File: src/rtl/sc_pwr_pkg.sv
package sc_pwr_pkg;

   typedef enum logic [3:0] {
      S_IDLE,
      S_PWR,     // supply on, waiting for I/O release
      S_RXW,     // I/O in reception, waiting for host reset low
      S_CLKH,    // clock running, card reset held low
      S_ACT,     // session: card reset follows host
      S_DRST,    // deactivation: reset held, gap before drop
      S_DCLK,    // reset low, gap before clock stop
      S_DIO,     // clock low, gap before I/O drop
      S_DVCC     // I/O low, gap before supply off
   } seq_state_t;

   function automatic int unsigned max_of(input int unsigned a, input int unsigned b);
      return (a > b) ? a : b;
   endfunction

endpackage

File: src/rtl/sc_gap_timer.sv
module sc_gap_timer #(
   parameter int unsigned CW = 4
) (
   input  logic          clk,
   input  logic          rst,
   input  logic          load,
   input  logic [CW-1:0] load_val,
   output logic          done
);
   logic [CW-1:0] cnt_q;

   always_ff @(posedge clk) begin
      if (rst)
         cnt_q <= '0;
      else if (load)
         cnt_q <= load_val;
      else if (cnt_q != '0)
         cnt_q <= cnt_q - 1'b1;
   end

   assign done = (cnt_q == '0);
endmodule

File: src/rtl/sc_fault_latch.sv
module sc_fault_latch (
   input  logic clk,
   input  logic rst,
   input  logic set,
   input  logic cmd_n,
   output logic flt_q
);
   always_ff @(posedge clk) begin
      if (rst)
         flt_q <= 1'b0;
      else if (cmd_n)
         flt_q <= 1'b0;
      else if (set)
         flt_q <= 1'b1;
   end
endmodule

File: src/rtl/sc_seq_core.sv
module sc_seq_core
   import sc_pwr_pkg::*;
#(
   parameter int unsigned ACT_TICKS = 765,
   parameter int unsigned RST_DLY   = 1,
   parameter int unsigned RST_GAP   = 1,
   parameter int unsigned CLK_GAP   = 12,
   parameter int unsigned IO_GAP    = 1,
   parameter int unsigned VCC_GAP   = 1,
   parameter int unsigned CW        = 10
) (
   input  logic          clk,
   input  logic          rst,
   input  logic          cmd_n,
   input  logic          host_rst,
   input  logic          any_flt,
   input  logic          flt_lat,
   input  logic          gap_done,
   output logic          gap_load,
   output logic [CW-1:0] gap_val,
   output logic          flt_set,
   output logic          vcc_q,
   output logic          io_q,
   output logic          clk_q,
   output logic          rst_q
);
   seq_state_t st_q, st_d;
   logic       live, trig;

   assign live = (st_q == S_PWR) || (st_q == S_RXW) || (st_q == S_CLKH) || (st_q == S_ACT);
   assign trig = cmd_n || any_flt;
   assign flt_set = any_flt && (live || ((st_q == S_IDLE) && !cmd_n));

   always_comb begin
      st_d = st_q;
      if (live && trig) begin
         st_d = S_DRST;
      end else begin
         unique case (st_q)
            S_IDLE: if (!cmd_n && !any_flt && !flt_lat) st_d = S_PWR;
            S_PWR:  if (gap_done) st_d = S_RXW;
            S_RXW:  if (!host_rst) st_d = S_CLKH;
            S_CLKH: if (gap_done) st_d = S_ACT;
            S_ACT:  st_d = S_ACT;
            S_DRST: if (gap_done) st_d = S_DCLK;
            S_DCLK: if (gap_done) st_d = S_DIO;
            S_DIO:  if (gap_done) st_d = S_DVCC;
            S_DVCC: if (gap_done) st_d = S_IDLE;
            default: st_d = S_IDLE;
         endcase
      end
   end

   always_comb begin
      unique case (st_d)
         S_PWR:   gap_val = CW'(ACT_TICKS - 1);
         S_CLKH:  gap_val = CW'(RST_DLY - 1);
         S_DRST:  gap_val = CW'(RST_GAP - 1);
         S_DCLK:  gap_val = CW'(CLK_GAP - 1);
         S_DIO:   gap_val = CW'(IO_GAP - 1);
         S_DVCC:  gap_val = CW'(VCC_GAP - 1);
         default: gap_val = '0;
      endcase
   end

   assign gap_load = (st_d != st_q);

   always_ff @(posedge clk) begin
      if (rst) begin
         st_q  <= S_IDLE;
         vcc_q <= 1'b0;
         io_q  <= 1'b0;
         clk_q <= 1'b0;
         rst_q <= 1'b0;
      end else begin
         st_q <= st_d;
         if (st_d == S_PWR)  vcc_q <= 1'b1;
         if (st_d == S_IDLE) vcc_q <= 1'b0;
         if (st_d == S_RXW)  io_q  <= 1'b1;
         if (st_d == S_DVCC) io_q  <= 1'b0;
         if (st_d == S_CLKH) clk_q <= 1'b1;
         if (st_d == S_DIO)  clk_q <= 1'b0;
         if (st_d == S_ACT)       rst_q <= host_rst;
         else if (st_d != S_DRST) rst_q <= 1'b0;
      end
   end
endmodule

File: src/rtl/sc_pwr_seq.sv
module sc_pwr_seq
   import sc_pwr_pkg::*;
#(
   parameter int unsigned ACT_TICKS = 765,
   parameter int unsigned RST_DLY   = 1,
   parameter int unsigned RST_GAP   = 1,
   parameter int unsigned CLK_GAP   = 12,
   parameter int unsigned IO_GAP    = 1,
   parameter int unsigned VCC_GAP   = 1
) (
   input  logic clk,
   input  logic rst,
   input  logic pwr_cmd_n,
   input  logic host_rst,
   input  logic flt_ovc,
   input  logic flt_vdd,
   input  logic flt_vcc,
   input  logic card_removed,
   output logic vcc_en,
   output logic io_rx,
   output logic clk_en,
   output logic card_rst,
   output logic fault
);
   localparam int unsigned MAX_GAP = max_of(max_of(ACT_TICKS, RST_DLY),
                                     max_of(max_of(RST_GAP, CLK_GAP), max_of(IO_GAP, VCC_GAP)));
   localparam int unsigned CW = $clog2(MAX_GAP + 1);

   generate
      if (ACT_TICKS < 1 || RST_DLY < 1 || RST_GAP < 1)
         $error("sc_pwr_seq: activation and reset intervals must be at least one tick");
      if (CLK_GAP < 1 || IO_GAP < 1 || VCC_GAP < 1)
         $error("sc_pwr_seq: deactivation gaps must be at least one tick");
   endgenerate

   logic          any_flt, flt_set, gap_load, gap_done;
   logic [CW-1:0] gap_val;

   assign any_flt = flt_ovc | flt_vdd | flt_vcc | card_removed;

   sc_gap_timer #(.CW(CW)) u_timer (
      .clk(clk), .rst(rst), .load(gap_load), .load_val(gap_val), .done(gap_done)
   );

   sc_fault_latch u_flt (
      .clk(clk), .rst(rst), .set(flt_set), .cmd_n(pwr_cmd_n), .flt_q(fault)
   );

   sc_seq_core #(
      .ACT_TICKS(ACT_TICKS), .RST_DLY(RST_DLY), .RST_GAP(RST_GAP),
      .CLK_GAP(CLK_GAP), .IO_GAP(IO_GAP), .VCC_GAP(VCC_GAP), .CW(CW)
   ) u_core (
      .clk(clk), .rst(rst), .cmd_n(pwr_cmd_n), .host_rst(host_rst),
      .any_flt(any_flt), .flt_lat(fault), .gap_done(gap_done),
      .gap_load(gap_load), .gap_val(gap_val), .flt_set(flt_set),
      .vcc_q(vcc_en), .io_q(io_rx), .clk_q(clk_en), .rst_q(card_rst)
   );
endmodule

File: config.mk
export PLATFORM = sky130hd
export DESIGN_NAME = sc_pwr_seq
export DESIGN_NICKNAME = d
export VERILOG_FILES = /design/src/rtl/sc_pwr_pkg.sv /design/src/rtl/sc_gap_timer.sv /design/src/rtl/sc_fault_latch.sv /design/src/rtl/sc_seq_core.sv /design/src/rtl/sc_pwr_seq.sv
export SDC_FILE = /design/constraint.sdc
export NUM_CORES = 1
export LEC_CHECK = 0
export ABC_AREA = 1
export CAP_MARGIN = 20
export CORE_AREA = 2 2 74 76
export CTS_BUF_LIST = sky130_fd_sc_hd__clkbuf_4 sky130_fd_sc_hd__clkbuf_8 sky130_fd_sc_hd__clkbuf_16
export CTS_CLUSTER_SIZE = 10
export DETAILED_ROUTE_END_ITERATION = 10
export DIE_AREA = 0 0 76 78
export PLACE_DENSITY = 0.45
export SLEW_MARGIN = 20
export SYNTH_ARGS = -nofsm -noshare
export SYNTH_HDL_FRONTEND = slang
export SYNTH_HIERARCHICAL = 1
export SYNTH_SLANG_ARGS = --single-unit
export TNS_END_PERCENT = 5
File: constraint.sdc
create_clock -name clk -period 3.18 [get_ports clk]
set_input_delay 0.477 -clock clk [delete_from_list [all_inputs] [get_ports clk]]
set_output_delay 0.477 -clock clk [all_outputs]
set_load 0.01 [all_outputs]
==> Implementation_results.wiki <==
{| class="wikitable"
! Metric !! Value
|-
| Outcome || finished clean
|-
| Final core occ || 31.9%
|-
| Time the final worst path needs with I/O delays and setup || 2.76 ns
|-
| Cts repair resizes || 0
|-
| Worst VDD drop || 285 uV
|-
| Via density per instance || 4.29
|-
| Total die area || 5930 um^2
|-
| Initial detailed-routing violation count || 62
|-
| Tightest slew margin relative to the limit || 65.1%
|-
| Core box area || 5040 um^2
|-
| Internal power || 0.802 mW
|-
| Sequential area share after synthesis || 27.0%
|-
| Source-to-sink clock delay at the later pin of the worst-skew pair || 0.26 ns
|-
| Worst path max stage delay || 0.33 ns
|-
| Post-CTS Setup Bufs || 0
|-
| Met1 Track Usage GR || 13.5%
|-
| Overflow left after global routing || 0
|-
| Fraction of synthesized cell area taken by the top area cell type || 27.0%
|-
| Routed wire length || 3210 um
|-
| Period utilisation layout || 86.7%
|-
| Number of buffers on the longest clock path || 2
|-
| Cell type with the largest total area after synthesis || dfxtp_1
|-
| Worst setup slack after layout || 0.423 ns
|-
| Kind of capture point of the worst setup path || flop
|-
| Actual slew at the worst max-slew pin || 0.522 ns
|-
| Via count of the first global-routing pass || 1,281
|-
| GPL Wtd Cong || 0.763
|-
| DP Worst Slack || 0.266 ns
|-
| Synth Flop Type || dfxtp_1
|-
| Horizontal die dimension || 76 um
|-
| Max Clock Freq || 363 MHz
|-
| Pwr/cell area || 1030 nW/um^2
|-
| Clock net sink count || 19
|-
| Count of pins over their slew limit || 0
|-
| Maximum number of pins on one net before global-route repair || 16
|-
| Number of synthesis warnings || 6
|-
| Average footprint of a synthesized cell || 6.04 um^2
|-
| Clock tree from TritonCTS || yes
|-
| First-pass GRT wire length || 5600 um
|-
| Max-capacitance violation count || 0
|-
| Sort of element at the start of the critical path || flop
|-
| Required time reported for the critical path endpoint || 3.30 ns
|-
| Sequential cell area in the final layout || 380 um^2
|-
| Net count after synthesis || 242
|-
| Clock group share of total power || 10.9%
|-
| Number of nets with antenna violations after detailed routing || 0
|-
| Total Nets Final || 251
|-
| Cell types with the largest area share after synthesis || dfxtp_1 (27%), nand2_1 (16%), nor2_1 (11%), inv_1 (7.7%), nand3_1 (6.8%)
|-
| Category of the critical setup timing path || reg2reg
|-
| Relative contribution of sequential cells to total power || 22.6%
|-
| Via count of the routed design || 1,335
|-
| H-tree levels || 1
|-
| Setup violators final || 0
|-
| Y dimension of the die || 78 um
|-
| Arrival time of the worst setup path || 2.87 ns
|-
| Post-synth design cell area || 1410 um^2
|-
| Summed negative setup slack over all endpoints || 0 ns
|-
| Synthesis-stage register bit count || 19
|-
| Type of the most critical hold path || reg2reg
|-
| Critical-path cell list || inv_1 -> ha_1 -> nand2_1 -> nor2_1 -> nand2_1 -> nor3_2 -> inv_1 -> nand2_1 -> nand2_1 -> nand2_1 -> nand4_1 -> xor2_1 -> nand2_1 -> inv_2 -> nand3_1 -> nand2_1 -> a21oi_1
|-
| Worst-path fanout max || 15
|-
| Portion of total power attributed to combinational logic || 66.6%
|-
| Clock-pin transition on the worst setup and hold timing paths || 0.07 ns
|-
| Starting utilization of the core area || 27.9%
|-
| Most congested layer reported by global routing || met2
|-
| Number of enable-type register cells in the synthesized netlist || 0
|-
| Library cells used by synthesis || 27
|-
| Root Buffer Master || clkbuf_8
|-
| Layout overhead on the synthesized area || 14.5%
|-
| Instance count of the mapped netlist || 233
|-
| Overall routing resource usage || 11.5%
|-
| Share of synthesized registers carrying an async set or reset || 0%
|-
| Number of top-level pins || 13
|-
| Multi-input gate area || 835 um^2
|-
| Met2 GRT Util || 21.1%
|-
| Total iterations of the first detailed-routing run || 5
|-
| Cell with the most instances on the worst path || nand2_1
|-
| CTS Buf Count || 3
|-
| Wirelength per Cell || 10.3 um
|-
| Hold Vio Cnt, Final || 0
|-
| Filler cell count || 578
|-
| Routing usage on met3 || 2.67%
|-
| Switching power || 0.856 mW
|-
| Leakage power total || 0.784 nW
|-
| # hold bufs at CTS || 0
|-
| Initial antenna violation count || 0
|-
| Diode count || 0
|-
| Fraction of layout cells with a size suffix above 1 || 14.1%
|-
| DRC violation count after routing || 0
|-
| Row Count || 26
|-
| Estimated wirelength of the detail-placed design || 2540 um
|-
| Crit-path slowest cell || dfxtp_1
|-
| Switching power as a share of total power || 51.6%
|-
| Worst clock skew || 0.00628 ns
|-
| Count of buffers from port buffering || 12
|}
-- sequential cells by signal, summed over array words and instances (netlist names) --
signal and count:
u_timer/cnt_q 10, u_flt/flt_q 1, u_core/vcc_q 1, u_core/rst_q 1, u_core/st_q 4, u_core/clk_q 1, u_core/io_q 1
-- cells in the mapped netlist (2+ instances only) --
cell     instances
nand3_1         19
nand2_1         60
o21ai_1          2
nor2_4           4
nor2_2           3
nand4_1          5
inv_1           29
nor2_1          42
dfxtp_1         19
nand2_2          7
buf_4            8
nand3_4          2
inv_2            6
a21oi_1          9
o21ai_0          4
nand3_2          2
or2_2            2
-- power by group through the flow --
stage	registers, mW	logic (mW)	clock network [mW]
6_report	0.374	1.10	0.181
5_1_grt	0.383	1.27	0.200
4_1_cts	0.372	1.11	0.191
3_5_place_dp	0.377	1.11	0
3_3_place_gp	0.381	1.13	0
2_1_floorplan	0.366	0.961	0
-- worst max-delay path, delay by kind of cell (launching register included) --
family	cells	cell delay, ns
fa+ha+maj	1	0.27
xor+xnor	1	0.18
compound gates	1	0.06
buf+inv	3	0.42
simple gates	11	1.35
flops	1	0.33
-- cells in the final DEF, fill, tap and decap left out, drive strengths merged --
cell,Yosys,final
nand3,23,23
nand2,68,68
a21oi,9,9
xor2,1,1
nand4,5,5
or2,3,3
nor3,1,1
o211ai,1,1
inv,35,35
clkbuf,0,4
buf,9,1
a31oi,1,1
o21ai,7,7
conb,1,1
nor2,49,49
ha,1,1
dfxtp,19,19
clkdlybuf4s50,0,12
-- stage by stage --
step | cell area (um^2) | std cells | hold slack, ns | power [mW]
6_report | 1610 | 311 | 0.454 | 1.66
5_1_grt | 1610 | 311 | 0.480 | 1.86
4_1_cts | 1610 | 311 | 0.460 | 1.67
3_5_place_dp | 1560 | 307 | 0.446 | 1.48
3_3_place_gp | 1560 | 307 | 0.454 | 1.51
2_1_floorplan | 1410 | 233 | 0.462 | 1.33
-- routing by layer --
layer  vias to the layer above  share of wire, %
li1                        733                 -
met1                       575                48
met2                        25                48
met3                         2               3.6
met4                         0              0.34
met5                         -                 0
-- layout make-up --
cell class	instances	share of cell area [%]
inverter	35	8.16
clock buffer	4	3.03
tap	70	5.44
multi-input combinational	170	51.8
sequential	19	23.6
timing repair buffer	13	7.93
-- cells by family (layout without fill, tap and decap cells) --
logic type	Yosys count	count (layout)	share of synthesized area, %
simple gates	149	149	50.3
xor+xnor	1	1	0.623
buf+inv	44	52	14.0
flops	19	19	27.0
compound gates	18	18	6.94
fa+ha+maj	1	1	0.890
other cells	1	1	0.267
-- path summary, 6_finish.rpt --
path / slack, ns / to / cells after the start / start
worst max register to register: 0.42 / u_timer/cnt_q[0]$_SDFFE_PP0P_ / 17 / u_timer/cnt_q[0]$_SDFFE_PP0P_
worst min register to register: 0.45 / u_core/io_q$_SDFFE_PP0N_ / 2 / u_core/io_q$_SDFFE_PP0N_
worst min-delay path: 0.45 / u_core/io_q$_SDFFE_PP0N_ / 2 / u_core/io_q$_SDFFE_PP0N_
worst max-delay path: 0.42 / u_timer/cnt_q[0]$_SDFFE_PP0P_ / 17 / u_timer/cnt_q[0]$_SDFFE_PP0P_
No activity file was read; power rests on OpenSTA's default activity.
